===== src/rtl/nlpwm_pkg.sv =====
package nlpwm_pkg;

    localparam int NUM_SW  = 9;
    localparam int NUM_CAR = 8;

    typedef enum logic [1:0] {
        DISP_SAME   = 2'd0,
        DISP_SPLIT  = 2'd1,
        DISP_ALT    = 2'd2,
        DISP_SPARE  = 2'd3
    } disp_e;

    typedef enum logic [3:0] {
        ST_IDLE, ST_N4, ST_N3, ST_N2, ST_N1, ST_Z, ST_P1, ST_P2, ST_P3, ST_P4
    } lvl_st_e;

    // Cell switch sets (bits 0..4) and bridge sets (bits 5..8)
    localparam logic [8:0] CELL_M4  = 9'b0_0001_0101; // S11 S21 S23
    localparam logic [8:0] CELL_M3  = 9'b0_0001_0110; // S12 S21 S23
    localparam logic [8:0] CELL_M2  = 9'b0_0000_1001; // S11 S22
    localparam logic [8:0] CELL_M1  = 9'b0_0000_1010; // S12 S22
    localparam logic [8:0] BRG_POS  = 9'b1_0010_0000; // T1 T4
    localparam logic [8:0] BRG_NEG  = 9'b0_1100_0000; // T2 T3
    localparam logic [8:0] BRG_ZERO = 9'b0_1010_0000; // T1 T3

endpackage


===== src/rtl/nlpwm_carrier.sv =====
module nlpwm_carrier #(
    parameter int STEPS = 1000
) (
    input  logic                     clk,
    input  logic                     rst,
    output logic [$clog2(STEPS)-1:0] cnt_o
);
    localparam int TW = $clog2(STEPS);

    logic rising_q;

    always_ff @(posedge clk) begin
        if (rst) begin
            cnt_o    <= '0;
            rising_q <= 1'b1;
        end else if (rising_q) begin
            if (cnt_o == TW'(STEPS - 1)) begin
                rising_q <= 1'b0;
                cnt_o    <= cnt_o - 1'b1;
            end else begin
                cnt_o    <= cnt_o + 1'b1;
            end
        end else begin
            if (cnt_o == '0) begin
                rising_q <= 1'b1;
                cnt_o    <= cnt_o + 1'b1;
            end else begin
                cnt_o    <= cnt_o - 1'b1;
            end
        end
    end
endmodule


===== src/rtl/nlpwm_reference.sv =====
module nlpwm_reference #(
    parameter int STEPS = 1000,
    parameter int PTS   = 200,
    parameter int DIV   = 999,
    parameter int AMP_W = 8
) (
    input  logic                         clk,
    input  logic                         rst,
    input  logic [AMP_W-1:0]             amp_i,
    output logic [$clog2(8*STEPS+1)-1:0] refv_o
);
    localparam int RW   = $clog2(8*STEPS+1);
    localparam int HP   = PTS / 2;
    localparam int MID  = 4 * STEPS;
    localparam int PW   = $clog2(PTS + 1);
    localparam int DW   = $clog2(DIV + 1);

    logic [PW-1:0] ph_q;
    logic [DW-1:0] div_q;
    logic          neg_half;
    logic [31:0]   qpos, amp_full, amp_lim, shape, mag, nxt;

    always_comb begin
        neg_half = (32'(ph_q) >= 32'(HP));
        qpos     = neg_half ? 32'(ph_q) - 32'(HP) : 32'(ph_q);
        amp_full = (32'(amp_i) * 32'(STEPS)) >> 4;
        amp_lim  = (amp_full > 32'(MID)) ? 32'(MID) : amp_full;
        shape    = 32'd4 * qpos * (32'(HP) - qpos);
        mag      = (amp_lim * shape) / 32'(HP * HP);
        nxt      = neg_half ? 32'(MID) - mag : 32'(MID) + mag;
    end

    always_ff @(posedge clk) begin
        if (rst) begin
            div_q  <= '0;
            ph_q   <= '0;
            refv_o <= RW'(MID);
        end else if (div_q == DW'(DIV - 1)) begin
            div_q  <= '0;
            ph_q   <= (ph_q == PW'(PTS - 1)) ? '0 : ph_q + 1'b1;
            refv_o <= RW'(nxt);
        end else begin
            div_q  <= div_q + 1'b1;
        end
    end
endmodule


===== src/rtl/nlpwm_band.sv =====
module nlpwm_band
    import nlpwm_pkg::*;
#(
    parameter int STEPS = 1000
) (
    input  logic [$clog2(8*STEPS+1)-1:0] refv_i,
    input  logic [$clog2(STEPS)-1:0]     cnt_i,
    input  disp_e                        mode_i,
    output logic [3:0]                   nhit_o
);
    logic [NUM_CAR-1:0] hit;

    for (genvar k = 0; k < NUM_CAR; k++) begin : g_car
        logic        mirror;
        logic [31:0] cval;
        always_comb begin
            unique case (mode_i)
                DISP_SPLIT: mirror = (k >= NUM_CAR / 2);
                DISP_ALT:   mirror = (k % 2 == 1);
                default:    mirror = 1'b0;
            endcase
            cval = 32'(k * STEPS) +
                   (mirror ? 32'(STEPS - 1) - 32'(cnt_i) : 32'(cnt_i));
        end
        assign hit[k] = (32'(refv_i) > cval);
    end

    assign nhit_o = 4'($countones(hit));
endmodule


===== src/rtl/nlpwm_deadtime.sv =====
module nlpwm_deadtime #(
    parameter int N        = 9,
    parameter int DEAD_CYC = 4
) (
    input  logic         clk,
    input  logic         rst,
    input  logic [N-1:0] cmd_i,
    output logic [N-1:0] gate_o
);
    localparam int CW = $clog2(DEAD_CYC + 2);

    for (genvar i = 0; i < N; i++) begin : g_sw
        logic [CW-1:0] cnt_q;
        always_ff @(posedge clk) begin
            if (rst || !cmd_i[i])
                cnt_q <= '0;
            else if (cnt_q != CW'(DEAD_CYC))
                cnt_q <= cnt_q + 1'b1;
        end
        assign gate_o[i] = cmd_i[i] && (cnt_q == CW'(DEAD_CYC));
    end
endmodule


===== src/rtl/ninelevel_pwm_ctrl.sv =====
module ninelevel_pwm_ctrl
    import nlpwm_pkg::*;
#(
    parameter int CAR_STEPS   = 1000,
    parameter int CAR_PER_REF = 100,
    parameter int REF_PTS     = 200,
    parameter int DEAD_CYC    = 4,
    parameter int AMP_W       = 8
) (
    input  logic             clk,
    input  logic             rst,
    input  logic             en,
    input  logic [AMP_W-1:0] amp_i,
    input  logic [1:0]       mode_i,
    output logic [8:0]       gate_o,
    output logic [3:0]       level_o
);
    localparam int REF_DIV = (2 * (CAR_STEPS - 1) * CAR_PER_REF) / REF_PTS;
    localparam int RW      = $clog2(8 * CAR_STEPS + 1);
    localparam int TW      = $clog2(CAR_STEPS);

    logic [TW-1:0]     car_cnt;
    logic [RW-1:0]     refv;
    logic [3:0]        nhit;
    lvl_st_e           st_q, st_d;
    logic [NUM_SW-1:0] cmd, gate_dt;

    nlpwm_carrier #(.STEPS(CAR_STEPS)) u_carrier (
        .clk(clk), .rst(rst), .cnt_o(car_cnt)
    );

    nlpwm_reference #(
        .STEPS(CAR_STEPS), .PTS(REF_PTS), .DIV(REF_DIV), .AMP_W(AMP_W)
    ) u_reference (
        .clk(clk), .rst(rst), .amp_i(amp_i), .refv_o(refv)
    );

    nlpwm_band #(.STEPS(CAR_STEPS)) u_band (
        .refv_i(refv), .cnt_i(car_cnt), .mode_i(disp_e'(mode_i)), .nhit_o(nhit)
    );

    // Next state: band count picks the level, disable returns to IDLE
    always_comb begin
        if (!en) begin
            st_d = ST_IDLE;
        end else begin
            unique case (nhit)
                4'd0:    st_d = ST_N4;
                4'd1:    st_d = ST_N3;
                4'd2:    st_d = ST_N2;
                4'd3:    st_d = ST_N1;
                4'd5:    st_d = ST_P1;
                4'd6:    st_d = ST_P2;
                4'd7:    st_d = ST_P3;
                4'd8:    st_d = ST_P4;
                default: st_d = ST_Z;
            endcase
        end
    end

    always_ff @(posedge clk) begin
        if (rst) st_q <= ST_IDLE;
        else     st_q <= st_d;
    end

    // Outputs: switch commands and level code per state
    always_comb begin
        unique case (st_q)
            ST_P4:   begin cmd = CELL_M4 | BRG_POS;  level_o = 4'sd4;  end
            ST_P3:   begin cmd = CELL_M3 | BRG_POS;  level_o = 4'sd3;  end
            ST_P2:   begin cmd = CELL_M2 | BRG_POS;  level_o = 4'sd2;  end
            ST_P1:   begin cmd = CELL_M1 | BRG_POS;  level_o = 4'sd1;  end
            ST_Z:    begin cmd = CELL_M1 | BRG_ZERO; level_o = 4'sd0;  end
            ST_N1:   begin cmd = CELL_M1 | BRG_NEG;  level_o = 4'hF;   end
            ST_N2:   begin cmd = CELL_M2 | BRG_NEG;  level_o = 4'hE;   end
            ST_N3:   begin cmd = CELL_M3 | BRG_NEG;  level_o = 4'hD;   end
            ST_N4:   begin cmd = CELL_M4 | BRG_NEG;  level_o = 4'hC;   end
            default: begin cmd = '0;                 level_o = 4'd0;   end
        endcase
    end

    nlpwm_deadtime #(.N(NUM_SW), .DEAD_CYC(DEAD_CYC)) u_deadtime (
        .clk(clk), .rst(rst), .cmd_i(cmd), .gate_o(gate_dt)
    );

    assign gate_o = (en && !rst) ? gate_dt : '0;
endmodule


===== config.mk =====
export PLATFORM = sky130hd
export DESIGN_NAME = ninelevel_pwm_ctrl
export DESIGN_NICKNAME = d
export VERILOG_FILES = /design/src/rtl/nlpwm_pkg.sv /design/src/rtl/nlpwm_carrier.sv /design/src/rtl/nlpwm_reference.sv /design/src/rtl/nlpwm_band.sv /design/src/rtl/nlpwm_deadtime.sv /design/src/rtl/ninelevel_pwm_ctrl.sv
export SDC_FILE = /design/constraint.sdc
export NUM_CORES = 1
export LEC_CHECK = 0
export BUFFER_PORTS_ARGS = -buffer_cell sky130_fd_sc_hd__buf_4
export CORE_MARGIN = 2
export CORE_UTILIZATION = 33
export DETAILED_ROUTE_END_ITERATION = 8
export HOLD_SLACK_MARGIN = 0.02
export PLACE_DENSITY = 0.47
export SYNTH_ARGS = -nofsm -noshare
export SYNTH_HDL_FRONTEND = slang
export SYNTH_SLANG_ARGS = --single-unit
export TNS_END_PERCENT = 5

===== constraint.sdc =====
create_clock -name clk -period 37.1 [get_ports clk]
set_input_delay 7.42 -clock clk [delete_from_list [all_inputs] [get_ports clk]]
set_output_delay 7.42 -clock clk [all_outputs]
set_load 0.05 [all_outputs]

# Yosys cells after proc, flatten, opt, wreduce, memory -nomap -nowiden
# Memory sizes are Yosys's and may differ from the RTL's. A register that Yosys moved wholly into a read port is not among the register bits.
# Index checks and enable logic that the tools add are counted.
# word_totals
output_inout_bits	13
rom_bits	272
register_bits	69
memories	2
elab_cells	136
# mem_list
name	words	width	rd	rd_ports_with_merged_regs	write_ports	line_no	rtl
(name not given)	16	13	1	0	0	ninelevel_pwm_ctrl.sv:68	unique case (st_q)
(name not given)	16	4	1	1	0	ninelevel_pwm_ctrl.sv:47	unique case (nhit)
# op_classes
n_lt_le_gt_ge	10
multipliers	3
n_reduce_logical	33
add_sub_neg	32
n_mux	17
eq_ne	23
div	1
bitwise	1
# op_table
operator	count
> comparator 13 x 32 -> 1 bit	7
two-way mux 32 bit	4
adder 13 x 32 -> 32 bit, first input constant	3
adder 12 x 32 -> 32 bit, first input constant	2
adder 10 x 32 -> 32 bit, first input constant	1
divider 32 x 14 -> 32 bit, second input constant	1
multiplier 30 x 32 -> 30 bit	1
multiplier 32 x 30 -> 30 bit	1
subtractor 7 x 32 -> 32 bit, first input constant	1
two-way mux 10 bit	3
adder 3 x 1 -> 3 bit, second input constant	9
equality test 3 bit, second input constant	9
inequality test 3 bit, second input constant	9
adder 10 x 1 -> 10 bit, second input constant	2
equality test 10 bit, second input constant	2
multiplier 8 x 7 -> 15 bit, second input constant	1
> comparator 14 x 12 -> 1 bit, second input constant	1
two-way mux 14 bit	1
adder 12 x 13 -> 13 bit, first input constant	1
> comparator 13 x 10 -> 1 bit	1
two-way mux 13 bit	1
subtractor 12 x 13 -> 13 bit, first input constant	1
adder 11 x 10 -> 12 bit, first input constant	1
adder 4 bit	3
other kinds (18)	54

# Longest topological paths before layout
# depth
word_depth	9
mapped_depth	132

# Cells and area by module
# From an unflattened synthesis, not the netlist that was laid out.
# unflattened
hier_cells	4464
area_unflattened_um2	37537.3
# by_module_without_submodules
module	cells_each	area_each_um2	n_inst
nlpwm_reference	3712	31158.6	1
nlpwm_band	433	3638.5	1
nlpwm_deadtime	162	1493.9	1
nlpwm_carrier	91	724.4	1
ninelevel_pwm_ctrl	66	521.8	1

# Worst setup path after synthesis
# Ideal clock, no wire load.
# synth_timing
kind	input port to flip-flop
from	in amp_i[0]
to	reg u_reference.refv_o[8]
path_buffers	10
stages	104
slack_ns	4.177
required_time_ns	36.980
arrival_ns	32.803
cell_sequence	fa_1 > inv_1 > fa_1 > fa_1 > inv_1 > fa_1 > ha_1 > a21oi_1 > o21ai_1 > a31o_1 > or3_1 > a211oi_2 > clkbuf_1 > and3_1 > clkbuf_1 > clkbuf_1 > nand2_1 > fa_1 > [68 not listed] > or3_1 > and3_1 > nor2_1 > and4b_1 > nor2_2 > xor2_1 > o21ai_1 > a211oi_1 > nor3_1 > a2111oi_4 > o21a_1 > ha_1 > a21oi_1 > nand2b_1 > a22oi_1 > xnor2_1 > nor2_1 > a211o_1
# synth_between
elab_chain_cells	7
# synth_rtl
item	line_no	rtl
start: declaration	ninelevel_pwm_ctrl.sv:13	input logic [AMP_W-1:0] amp_i,
multiplier 8 x 7 -> 15 bit *	nlpwm_reference.sv:26	amp_full = (32'(amp_i) * 32'(STEPS)) >> 4;
> comparator 14 x 12 -> 1 bit	nlpwm_reference.sv:27	amp_lim = (amp_full > 32'(MID)) ? 32'(MID) : amp_full;
two-way mux 14 bit *	nlpwm_reference.sv:27	
multiplier 32 x 30 -> 30 bit *	nlpwm_reference.sv:29	mag = (amp_lim * shape) / 32'(HP * HP);
divider 32 x 14 -> 32 bit *	nlpwm_reference.sv:29	
adder 12 x 13 -> 13 bit / subtractor 12 x 13 -> 13 bit (equally long branches)	nlpwm_reference.sv:30	nxt = neg_half ? 32'(MID) - mag : 32'(MID) + mag;
two-way mux 13 bit *	nlpwm_reference.sv:30	
end signal: assignment	nlpwm_reference.sv:37	refv_o <= RW'(MID);
end signal: assignment	nlpwm_reference.sv:41	refv_o <= RW'(nxt);
end: declaration	nlpwm_reference.sv:10	output logic [$clog2(8*STEPS+1)-1:0] refv_o
# Every way passes the cells marked *; elsewhere a longest branch is shown, timed or not.
# A chain may end at the register's enable or synchronous reset.

# Worst setup path after layout
# Same ends and word-level chain as after synthesis.

==> results.sh <==
export IMPL_endpoint_kind="register"
export IMPL_drt_iter0_drc=1682
export IMPL_drv_cap=0
export IMPL_worst_pin_slew_ns=1.13
export IMPL_syn_inst=4537
export IMPL_wl_per_cell_um=18.1
export IMPL_synth_main_ff_cell="dfxtp_1"
export IMPL_hold_viol_final=0
export IMPL_cts_tree="done"
export IMPL_min_period_ns=35.36
export IMPL_drc=0
export IMPL_fillers=11900
export IMPL_grt_pass1_vias=31600
export IMPL_grt_setup_unrepaired="false"
export IMPL_synth_simple_area_share_pct=18.4
export IMPL_fp_dieW_um=341
export IMPL_synthDistinctLibCells=134
export IMPL_route_met2_wl_um=52300
export IMPL_ios=26
export IMPL_cp_required_ns=37.33
export IMPL_drt_met1_wl_um=52300
export IMPL_synth_edf_count=0
export IMPL_root_buffer="clkbuf_16"
export IMPL_syn_avg_cell_area_um2=8.27
export IMPL_syn_area_um2=37500
export IMPL_die_area_um2=116000
export IMPL_cp_start_kind="input pin"
export IMPL_ys_seq_area_share_pct=3.89
export IMPL_multi_input_area_um2=33200
export IMPL_ys_ff_latch=73
export IMPL_critical_path_class="in -> reg"
export IMPL_cp_slowest_cell="or4_1"
export IMPL_overflow=0
export IMPL_worstSkewPairLatency_ns=0.34
export IMPL_async_reset_ff_share_pct=0
export IMPL_wl_um=109000
export IMPL_synthMuxAreaShare_pct=1.11
export IMPL_cpMostUsedCell="fa_1"
export IMPL_highest_layer="met4"
export IMPL_clockBufferDepth=2
export IMPL_cts_buffers=9
export IMPL_gp_congestion=0.866
export IMPL_wl_met3_um=3310
export IMPL_fmax_mhz=28.3
export IMPL_setup_tns_final_ns=0
export IMPL_cp_arrival_ns=35.58
export IMPL_status="complete, no violations"
export IMPL_diodes=0
export IMPL_antenna_left=0
export IMPL_rows=123
export IMPL_skew_ns=0.00929
export IMPL_initial_core_util_pct=33.3
export IMPL_seq_area_um2=1460
export IMPL_synth_fa_ha_area_share_pct=43.4
export IMPL_final_net_count=5516
export IMPL_slew_viol_final=0
export IMPL_critPathMaxStageDelay_ns=0.69
export IMPL_finalCritPeriodShare_pct=95.3
export IMPL_drive_gt1_share_pct=7.11
export IMPL_coreArea_um2=113000
export IMPL_via_per_inst=5.13
export IMPL_firstDrtPassIters=5
export IMPL_hold_path_class="reg -> reg"
export IMPL_synth_top_family_by_area="adder cells"
export IMPL_grt_max_degree=41
export IMPL_ctsHoldBuffers=0
export IMPL_ys_warn_count=0
export IMPL_clk_pin_slew_ns=0.06
export IMPL_port_buffers=25
export IMPL_finalSetupViolCount=0
export IMPL_grt_pass1_wl_um=179000
export IMPL_clkSinkCount=73
export IMPL_die_y_um=341
export IMPL_worst_path_max_fanout=16
export IMPL_antenna_found_initial=0
export IMPL_synth_compound_area_share_pct=16.4
export IMPL_slew_headroom_pct=24.2
export IMPL_hpwlAfterDp_um=92000
export IMPL_synth_xor_area_share_pct=8.05
export IMPL_vias=31100
export IMPL_htree_num_levels=3
export IMPL_grt_util_all_layers_pct=19.0
export IMPL_syn2layout_area_growth_pct=7.84
worst max-delay path, delay by kind of cell:
kind,cells,cell delay (ns)
multiplexers,1,0.45
buffers and inverters,9,1.02
AND/OR/NAND/NOR,33,9.07
XOR/XNOR,5,1.08
adder cells (fa/ha/maj),14,6.60
AO/OA/AOI/OAI,35,9.93
flip-flops by register name, summed over array words and instances, names as in the netlist:
register / count
u_carrier.cnt_o: 10
u_carrier.rising_q: 1
u_reference.refv_o: 13
u_reference.ph_q: 8
u_deadtime.g_sw.cnt_q: 27
u_reference.div_q: 10
st_q: 4
cells in the final DEF (no fill, tap or decap), types with 34 or more instances in the layout:
cell      count
a21o_1       55
a21oi_1     195
a31oi_1      34
and2_1       60
buf_4       118
conb_1       37
dfxtp_1      73
fa_1        575
ha_1        373
inv_1       697
nand2_1     406
nand2b_1    114
nand3_1      79
nand4_1      44
nor2_1      375
nor2b_1      44
nor3_1       97
o21a_1       35
o21ai_0     145
o21ai_1      39
xnor2_1     212
xor2_1       84
metrics by stage:
step           instance area (um^2)  cells  hold WS (ns)  util [%]  setup WS (ns)
3_5_place_dp                  39800   6035         0.467      35.3         0.0795
2_1_floorplan                 37700   4572         0.437         -           4.18
4_1_cts                       40100   6051         0.481      35.6          0.336
5_1_grt                       40500   6060         0.516      35.9        0.00561
3_3_place_gp                  39800   6035         0.461      35.3          0.419
6_report                      40500   6060         0.482      35.9           1.74
worst paths after layout:
path | from | to | slack [ns] | depth (start not counted)
max | amp_i[0] | u_reference.refv_o[8] | 1.74 | 97
min | u_reference.div_q[0] | u_reference.div_q[0] | 0.48 | 1
max reg2reg | u_reference.ph_q[3] | u_reference.refv_o[8] | 3.27 | 113
min reg2reg | u_reference.div_q[0] | u_reference.div_q[0] | 0.48 | 1
area by class of cell:
cell class | count | area share [%]
repair buffers | 122 | 2.35
clock buffers | 9 | 0.557
clock inverters | 7 | 0.247
flip-flops and latches | 73 | 3.61
well taps | 1500 | 4.64
multi-input cells | 3644 | 82.1
inverters | 705 | 6.54
cells by family (layout without fill, tap and decap cells):
group / count (synthesis) / in the layout
buffers and inverters: 855 / 843
other: 2 / 37
muxes: 39 / 39
and+or+nand+nor: 1426 / 1426
AOI/OAI and AO/OA: 864 / 864
xor gates and xnor gates: 321 / 321
DFF: 73 / 73
adders and majority gates: 957 / 957
what timing repair did:
item                                   CTS  global route
buffers inserted                         0             9
setup endpoints to repair                0            13
gates resized for setup                  0            51
endpoints found under the hold margin    0             0
Yosys cell counts, drive strengths merged, types with 13 or more instances:
master	number	share of area [%]
a211o	18	0.42
nor2	381	3.9
a31oi	40	0.80
nor4	21	0.38
or4	16	0.34
and3	31	0.52
nand2b	114	1.9
buf	40	0.56
mux2i	22	0.59
nor2b	44	0.73
nor3b	14	0.31
nand2	414	4.2
xor2	88	2.1
a21o	55	1.1
o21ai	188	2.5
ha	373	12
or2	38	0.63
o21bai	16	0.32
nand3	80	1.1
xnor2	224	5.4
clkbuf	110	1.1
o31ai	28	0.66
dfxtp	73	3.9
o211ai	28	0.57
nand4	44	0.73
inv	702	7.0
fa	575	31
and2	62	1.0
o21a	35	0.70
or3	31	0.52
nor3	99	1.3
o2111ai	14	0.38
a221oi	13	0.35
a211oi	38	0.86
mux2	17	0.52
a21oi	205	2.8
routing by layer:
metal	vias up	global-route usage [%]
li1	15100	-
met5	-	0
met4	0	2.97
met2	522	32.2
met3	68	1.31
met1	15400	27.1
Power is not shown: default switching activity piles up to over one toggle a cycle in this logic, so the estimate is an artifact.
